**src/rtl/tsc_pkg.sv**
```systemverilog
package tsc_pkg;
  localparam int unsigned TSC_CTRL = 0;
  localparam int unsigned TSC_FRC  = 1;
  localparam int unsigned TSC_SNAP = 2;
  localparam int unsigned TSC_CMP  = 3;

  typedef struct packed {
    logic rd_ctrl;
    logic rd_frc;
    logic rd_snap;
    logic rd_cmp;
    logic rd_other;
    logic wr_ctrl;
    logic wr_frc;
    logic wr_uc;
    logic wr_cmp;
  } tsc_acc_t;
endpackage

```
**src/rtl/tsc_decode.sv**
```systemverilog
module tsc_decode
  import tsc_pkg::*;
#(
  parameter int ADDR_W = 4
) (
  input  logic              req,
  input  logic              we,
  input  logic [ADDR_W-1:0] addr,
  output tsc_acc_t          acc
);
  logic is_ctrl, is_frc, is_snap, is_cmp, rd, wr;

  always_comb begin
    is_ctrl = (addr == ADDR_W'(TSC_CTRL));
    is_frc  = (addr == ADDR_W'(TSC_FRC));
    is_snap = (addr == ADDR_W'(TSC_SNAP));
    is_cmp  = (addr == ADDR_W'(TSC_CMP));
    rd      = req && !we;
    wr      = req && we;
    acc.rd_ctrl  = rd && is_ctrl;
    acc.rd_frc   = rd && is_frc;
    acc.rd_snap  = rd && is_snap;
    acc.rd_cmp   = rd && is_cmp;
    acc.rd_other = rd && !(is_ctrl || is_frc || is_snap || is_cmp);
    acc.wr_ctrl  = wr && is_ctrl;
    acc.wr_frc   = wr && is_frc;
    acc.wr_uc    = wr && is_snap;
    acc.wr_cmp   = wr && is_cmp;
  end
endmodule

```
**src/rtl/tsc_prescale.sv**
```systemverilog
module tsc_prescale #(
  parameter int PRE_W = 32
) (
  input  logic             clk,
  input  logic             rst,
  input  logic             en,
  input  logic             ld_uc,
  input  logic             ld_cmp,
  input  logic [PRE_W-1:0] wval,
  output logic [PRE_W-1:0] uc,
  output logic [PRE_W-1:0] cmp,
  output logic             tick
);
  logic at_limit;

  assign at_limit = (uc == cmp);
  assign tick     = en && at_limit;

  always_ff @(posedge clk) begin
    if (rst) begin
      uc  <= '0;
      cmp <= '0;
    end else begin
      if (ld_uc)
        uc <= wval;
      else if (en)
        uc <= at_limit ? '0 : uc + 1'b1;
      if (ld_cmp)
        cmp <= wval;
    end
  end

  a_r3_uc_step: assert property (@(posedge clk) disable iff (rst)
    (en && !ld_uc && uc != cmp) |=> (uc == $past(uc) + 1'b1));
  a_r3_uc_wrap: assert property (@(posedge clk) disable iff (rst)
    (en && !ld_uc && uc == cmp) |=> (uc == '0));
  a_r2_uc_hold: assert property (@(posedge clk) disable iff (rst)
    (!en && !ld_uc) |=> $stable(uc));
endmodule

```
**src/rtl/tsc_freerun.sv**
```systemverilog
module tsc_freerun #(
  parameter int DATA_W = 32
) (
  input  logic              clk,
  input  logic              rst,
  input  logic              tick,
  input  logic              ld,
  input  logic [DATA_W-1:0] wval,
  output logic [DATA_W-1:0] frc
);
  always_ff @(posedge clk) begin
    if (rst)
      frc <= '0;
    else if (ld)
      frc <= wval;
    else if (tick)
      frc <= frc + 1'b1;
  end

  a_r3_frc_step: assert property (@(posedge clk) disable iff (rst)
    (tick && !ld) |=> (frc == $past(frc) + 1'b1));
  a_r2_frc_hold: assert property (@(posedge clk) disable iff (rst)
    (!tick && !ld) |=> $stable(frc));
endmodule

```
**src/rtl/tsc_readport.sv**
```systemverilog
module tsc_readport
  import tsc_pkg::*;
#(
  parameter int PRE_W  = 32,
  parameter int DATA_W = 32
) (
  input  logic              clk,
  input  logic              rst,
  input  tsc_acc_t          acc,
  input  logic              en,
  input  logic [DATA_W-1:0] frc,
  input  logic [PRE_W-1:0]  uc_live,
  input  logic [PRE_W-1:0]  cmp,
  output logic [DATA_W-1:0] rdata,
  output logic              rvalid
);
  logic [PRE_W-1:0]  snap;
  logic [DATA_W-1:0] sel;
  logic              any_rd;

  assign any_rd = acc.rd_ctrl | acc.rd_frc | acc.rd_snap | acc.rd_cmp | acc.rd_other;

  always_comb begin
    sel = '0;
    if (acc.rd_ctrl) sel = DATA_W'(en);
    if (acc.rd_frc)  sel = frc;
    if (acc.rd_snap) sel = DATA_W'(snap);
    if (acc.rd_cmp)  sel = DATA_W'(cmp);
  end

  always_ff @(posedge clk) begin
    if (rst) begin
      snap   <= '0;
      rdata  <= '0;
      rvalid <= 1'b0;
    end else begin
      rvalid <= any_rd;
      if (any_rd)     rdata <= sel;
      if (acc.rd_frc) snap  <= uc_live;
    end
  end

  a_r5_capture: assert property (@(posedge clk) disable iff (rst)
    acc.rd_frc |=> (snap == $past(uc_live) && rdata == $past(frc)));
  a_r7_snap_only_on_frc: assert property (@(posedge clk) disable iff (rst)
    !acc.rd_frc |=> $stable(snap));
  a_r6_snap_read: assert property (@(posedge clk) disable iff (rst)
    acc.rd_snap |=> (rdata == DATA_W'($past(snap))));
  a_r9_rvalid_on_read: assert property (@(posedge clk) disable iff (rst)
    any_rd |=> rvalid);
  a_r9_rvalid_quiet: assert property (@(posedge clk) disable iff (rst)
    !any_rd |=> !rvalid);
  a_r10_unmapped_zero: assert property (@(posedge clk) disable iff (rst)
    acc.rd_other |=> (rdata == '0));
endmodule

```
**src/rtl/snap_ts_counter.sv**
```systemverilog
module snap_ts_counter
  import tsc_pkg::*;
#(
  parameter int ADDR_W = 4,
  parameter int DATA_W = 32,
  parameter int PRE_W  = 32
) (
  input  logic              clk,
  input  logic              rst,
  input  logic              bus_req,
  input  logic              bus_we,
  input  logic [ADDR_W-1:0] bus_addr,
  input  logic [DATA_W-1:0] bus_wdata,
  output logic [DATA_W-1:0] bus_rdata,
  output logic              bus_rvalid
);
  tsc_acc_t         acc;
  logic             en;
  logic             tick;
  logic [PRE_W-1:0] uc, cmp;
  logic [DATA_W-1:0] frc;

  tsc_decode #(.ADDR_W(ADDR_W)) u_dec (
    .req(bus_req), .we(bus_we), .addr(bus_addr), .acc(acc)
  );

  always_ff @(posedge clk) begin
    if (rst)
      en <= 1'b0;
    else if (acc.wr_ctrl)
      en <= bus_wdata[0];
  end

  tsc_prescale #(.PRE_W(PRE_W)) u_pre (
    .clk(clk), .rst(rst), .en(en), .ld_uc(acc.wr_uc), .ld_cmp(acc.wr_cmp),
    .wval(bus_wdata[PRE_W-1:0]), .uc(uc), .cmp(cmp), .tick(tick)
  );

  tsc_freerun #(.DATA_W(DATA_W)) u_frc (
    .clk(clk), .rst(rst), .tick(tick), .ld(acc.wr_frc),
    .wval(bus_wdata), .frc(frc)
  );

  tsc_readport #(.PRE_W(PRE_W), .DATA_W(DATA_W)) u_rd (
    .clk(clk), .rst(rst), .acc(acc), .en(en), .frc(frc), .uc_live(uc),
    .cmp(cmp), .rdata(bus_rdata), .rvalid(bus_rvalid)
  );

  a_r2_enable_write: assert property (@(posedge clk) disable iff (rst)
    !acc.wr_ctrl |=> $stable(en));
endmodule

```
**config.mk**
```make
export PLATFORM = sky130hd
export DESIGN_NAME = snap_ts_counter
export DESIGN_NICKNAME = d
export VERILOG_FILES = /design/src/rtl/tsc_pkg.sv /design/src/rtl/tsc_decode.sv /design/src/rtl/tsc_prescale.sv /design/src/rtl/tsc_freerun.sv /design/src/rtl/tsc_readport.sv /design/src/rtl/snap_ts_counter.sv
export SDC_FILE = /design/constraint.sdc
export NUM_CORES = 1
export LEC_CHECK = 0
export ABC_AREA = 0
export BUFFER_PORTS_ARGS = -buffer_cell sky130_fd_sc_hd__buf_2
export CORE_MARGIN = 2
export CORE_UTILIZATION = 40
export CTS_BUF_LIST = sky130_fd_sc_hd__clkbuf_4
export CTS_CLUSTER_DIAMETER = 30
export DETAILED_ROUTE_END_ITERATION = 6
export GPL_TIMING_DRIVEN = 0
export PLACE_DENSITY_LB_ADDON = 0.1
export SLEW_MARGIN = 0
export SYNTH_ARGS = -nofsm -noshare
export SYNTH_HDL_FRONTEND = slang
export SYNTH_SLANG_ARGS = --single-unit
```
**constraint.sdc**
```tcl
create_clock -name clk -period 2.3 [get_ports clk]
set_input_delay 0.46 -clock clk [delete_from_list [all_inputs] [get_ports clk]]
set_output_delay 0.46 -clock clk [all_outputs]
set_load 0.05 [all_outputs]
```
==> results.md <==
- DRC violation count after routing: 1
- Clock latency on the worst-skew pair: 0.60 ns
- DP HPWL: about 22 mm
- Most frequent cells in the layout: nand2_1, dfxtp_1, a21oi_1
- Synthesis-to-finish area growth: 23.4%
- Die Area: approximately 21000 um^2
- Synthesized net count: 1025
- Cells after Synth: 983
- End of the worst register-to-register path: u_frc.frc[31]
- Die width: approximately 140 um
- Combinational family with the most area after synthesis: simple AND/OR/NAND/NOR gates
- Synth Area in Compound Gates: 20.5%
- Kind of cell adding the most delay to the critical path: simple AND/OR/NAND/NOR gates
- Clock skew: 0.0234 ns
- Nets: around 1100
- Initial antenna violation count: 1
- First-pass GRT wire length: about 46 mm
- Cell mode on critical path: buf_4
- P_leak: 3.20 nW
- Rows: 51
- Gr ovfl total: 0
- Num CTS Buffers: 17
- Initial core utilization: ~41%
- Fill cells: 2032
- CP Cell Sequence: xnor2_1 > nand4_1 > nor4_4 > buf_6 > buf_4 > buf_4 > nand3_4 > or3_1 > a311oi_1
- Fin crit share: 104%
- Failing checks: design-rule violations, negative setup slack
- Leading post-synthesis cells by cell area: dfxtp_1, nand2_1, xnor2_1
- Finish-stage setup viols: 13
- Reg2reg start: u_pre.uc[21]
- Slew Limit Fails: 0
- Dominant cell type by area after synthesis: dfxtp_1
- Synth unique cells: 54
- CTS Buffer Depth: 2
- Number of global-route vias before repair: approximately 7400
- Sink Count: 162
- Setup slack, reg-to-reg: -0.09 ns
- R2R cell count: 9
- Gp weighted congestion: between 0.9 and 1
- I/O pins: 73
- Status: finished, violations left
- RSZ-0062 raised after global routing: true
- Synth Register Bits: roughly 160
- Utilization after layout: 50.1%
- Total core area: between 15000 and 20000 um^2
- Vias after detailed routing: just over 8000
- CP Class: flop to flop
- Critical Path Max Stage Delay: 0.39 ns
- CP bufs+invs: 3
- Largest net degree at the start of global routing: 17
- Post-synthesis async set-or-reset flop share: 0%
- Routed WL: 31.1 mm
- Pre-antenna DRT Iters: 7
- Avg Cell Area, Syn: roughly 8.0 um^2
- CTS Root Buffer Type: clkbuf_4
- Depth of the CTS H-tree: 4
- Rel. slew slack: 45.2%
- Mapped cell area: 7880 um^2
- Crit end category: flop
- GRT Overall Usage: 29.7%
- Crit start category: flop
- Xor and xnor area share after synthesis: 7.42%
- Slew @ Worst Pin: 0.822 ns
- Register Area: 3330 um^2
- Hold Path Depth: 3
- Simple-Gate Fraction of Synth Area: roughly a quarter
- Top FF cell, synth: dfxtp_1
- Achievable frequency: 419 MHz
- Critical Path Sink: u_frc.frc[31]
- Final Hold Viols: 0
- Post-synth EDFFs: 0
- DR WL/cell: about 23 um
- Fraction of layout cells with a size suffix above 1: between 20% and 30%
- Worst EP arrival: 2.88 ns
- Most common cell after layout, fill and taps aside: nand2_1
- Clock Pin Slew Worst Setup and Hold Paths: 0.14 ns
- Worst path depth: 9
- Drt first-iter violations: 928
- Vias per cell: 5.93
- Worst setup path start: u_pre.uc[21]
- Sequential share of the synthesized area: between 40 and 50%
- CP Max Fanout: 6
- Pwr/cell area: 555 nW/um^2
- Post-Synth Adder-Cell Area: 0.318%
- Worst min path class: input pin to flop
- TritonCTS clock tree: yes
- Peak supply drop: 0.316 mV
- Critical path's slowest cell: dfxtp_2
- MaxCap Viol Count: 0
- Final Critical Period: 2.39 ns
- Worst EP required: approximately 2.8 ns
- Mux cell area share after synthesis: 0.636%
- Port buffer count: between 70 and 80
- Multi-input logic area: about 4700 um^2
- Die Y: 144 um
- Fin worst setup slack: -0.0867 ns
- Routed Antenna Nets: 0
- Share of the synthesized area in the top cell type: about 40%
- Final Power: roughly 5.4 mW
- Ys Warns: 0
==> per-layer routing <==
layer | part of all wire [%] | up-vias | global-route usage [%]
met3 | 7.7 | 75 | 4.50
li1 | - | 3798 | -
met5 | 0 | - | 0
met1 | 44 | 3892 | 41.6
met4 | 2.9 | 0 | 10.9
met2 | 45 | 393 | 46.3
==> registers in the layout (all words and copies together), names as in the netlist <==
signal	flops
u_rd.rdata	32
u_rd.snap	32
en	1
u_rd.rvalid	1
u_frc.frc	32
u_pre.uc	32
u_pre.cmp	32
==> through the flow <==
step | hold WS [ns] | area [um^2] | setup TNS [ns] | setup WS (ns) | instances
3_5_place_dp | 0.446 | 8590 | -123.47 | -1.35 | 1321
5_1_grt | 0.0983 | 9720 | -2.88 | -0.194 | 1375
6_report | 0.0979 | 9720 | -0.766 | -0.0867 | 1375
2_1_floorplan | 0.436 | 7880 | 0 | 0.0138 | 983
3_3_place_gp | 0.442 | 8570 | -170.87 | -1.57 | 1320
4_1_cts | 0.104 | 9430 | -0.597 | -0.0878 | 1367
==> repair_timing <==
item,4_1_cts,5_1_grt
hold buffers,0,0
setup endpoints to repair,120,101
setup buffers,23,11
resized for setup,113,66
pin swaps,31,25
gates cloned,0,0
==> worst min-delay path by stage <==
stage | slack (ns) | to | start
finish | 0.1 | u_pre.uc[8] | bus_wdata[8]
global placement | 0.44 | u_rd.snap[0] | u_rd.snap[0]
CTS | 0.10 | u_pre.uc[8] | bus_wdata[8]
detailed placement | 0.45 | u_rd.snap[15] | u_rd.snap[15]
floorplan | 0.44 | u_rd.snap[13] | u_rd.snap[13]
global route | 0.1 | u_pre.uc[7] | bus_wdata[7]
==> power by group <==
part	total (mW)	internal, mW	switching [mW]
logic	0.756	0.238	0.518
clock network	1.75	0.663	1.09
registers	2.89	2.85	0.0465
==> cell type report <==
type                    instances  area share (%)
plain buffers                  75            3.91
clock buffers                  20            1.54
repair buffers                106            6.73
inverters                      16           0.618
clock inverters                10            1.17
well taps                     265            3.41
diodes                          1          0.0257
flip-flops and latches        162            34.3
multi-input cells             720            48.3
==> cell families after synthesis <==
logic type	after synthesis
simple gates	408
compound gates	240
flops	162
buf+inv	101
xor+xnor	65
mux	5
fa+ha+maj	2
==> worst min-delay path: cells and delay by family <==
kind,cells,cell delay [ns]
AO/OA/AOI/OAI,1,0.05
buffers and inverters,1,0.11
AND/OR/NAND/NOR,1,0.04
==> cell usage after synthesis, drive strengths merged (3+ instances only) <==
master,instances
o21ai,27
a222oi,31
nand3,23
xor2,10
a21o,3
nand4,44
buf,21
nor3,10
o31ai,8
a21oi,92
mux2i,5
a31oi,3
nand2,171
and3,20
xnor2,55
or3,15
a211oi,45
or4,11
inv,16
nor4,7
clkbuf,64
and4,5
dfxtp,162
nor2,90
a311oi,17
Power figures use the tool's default switching activity.
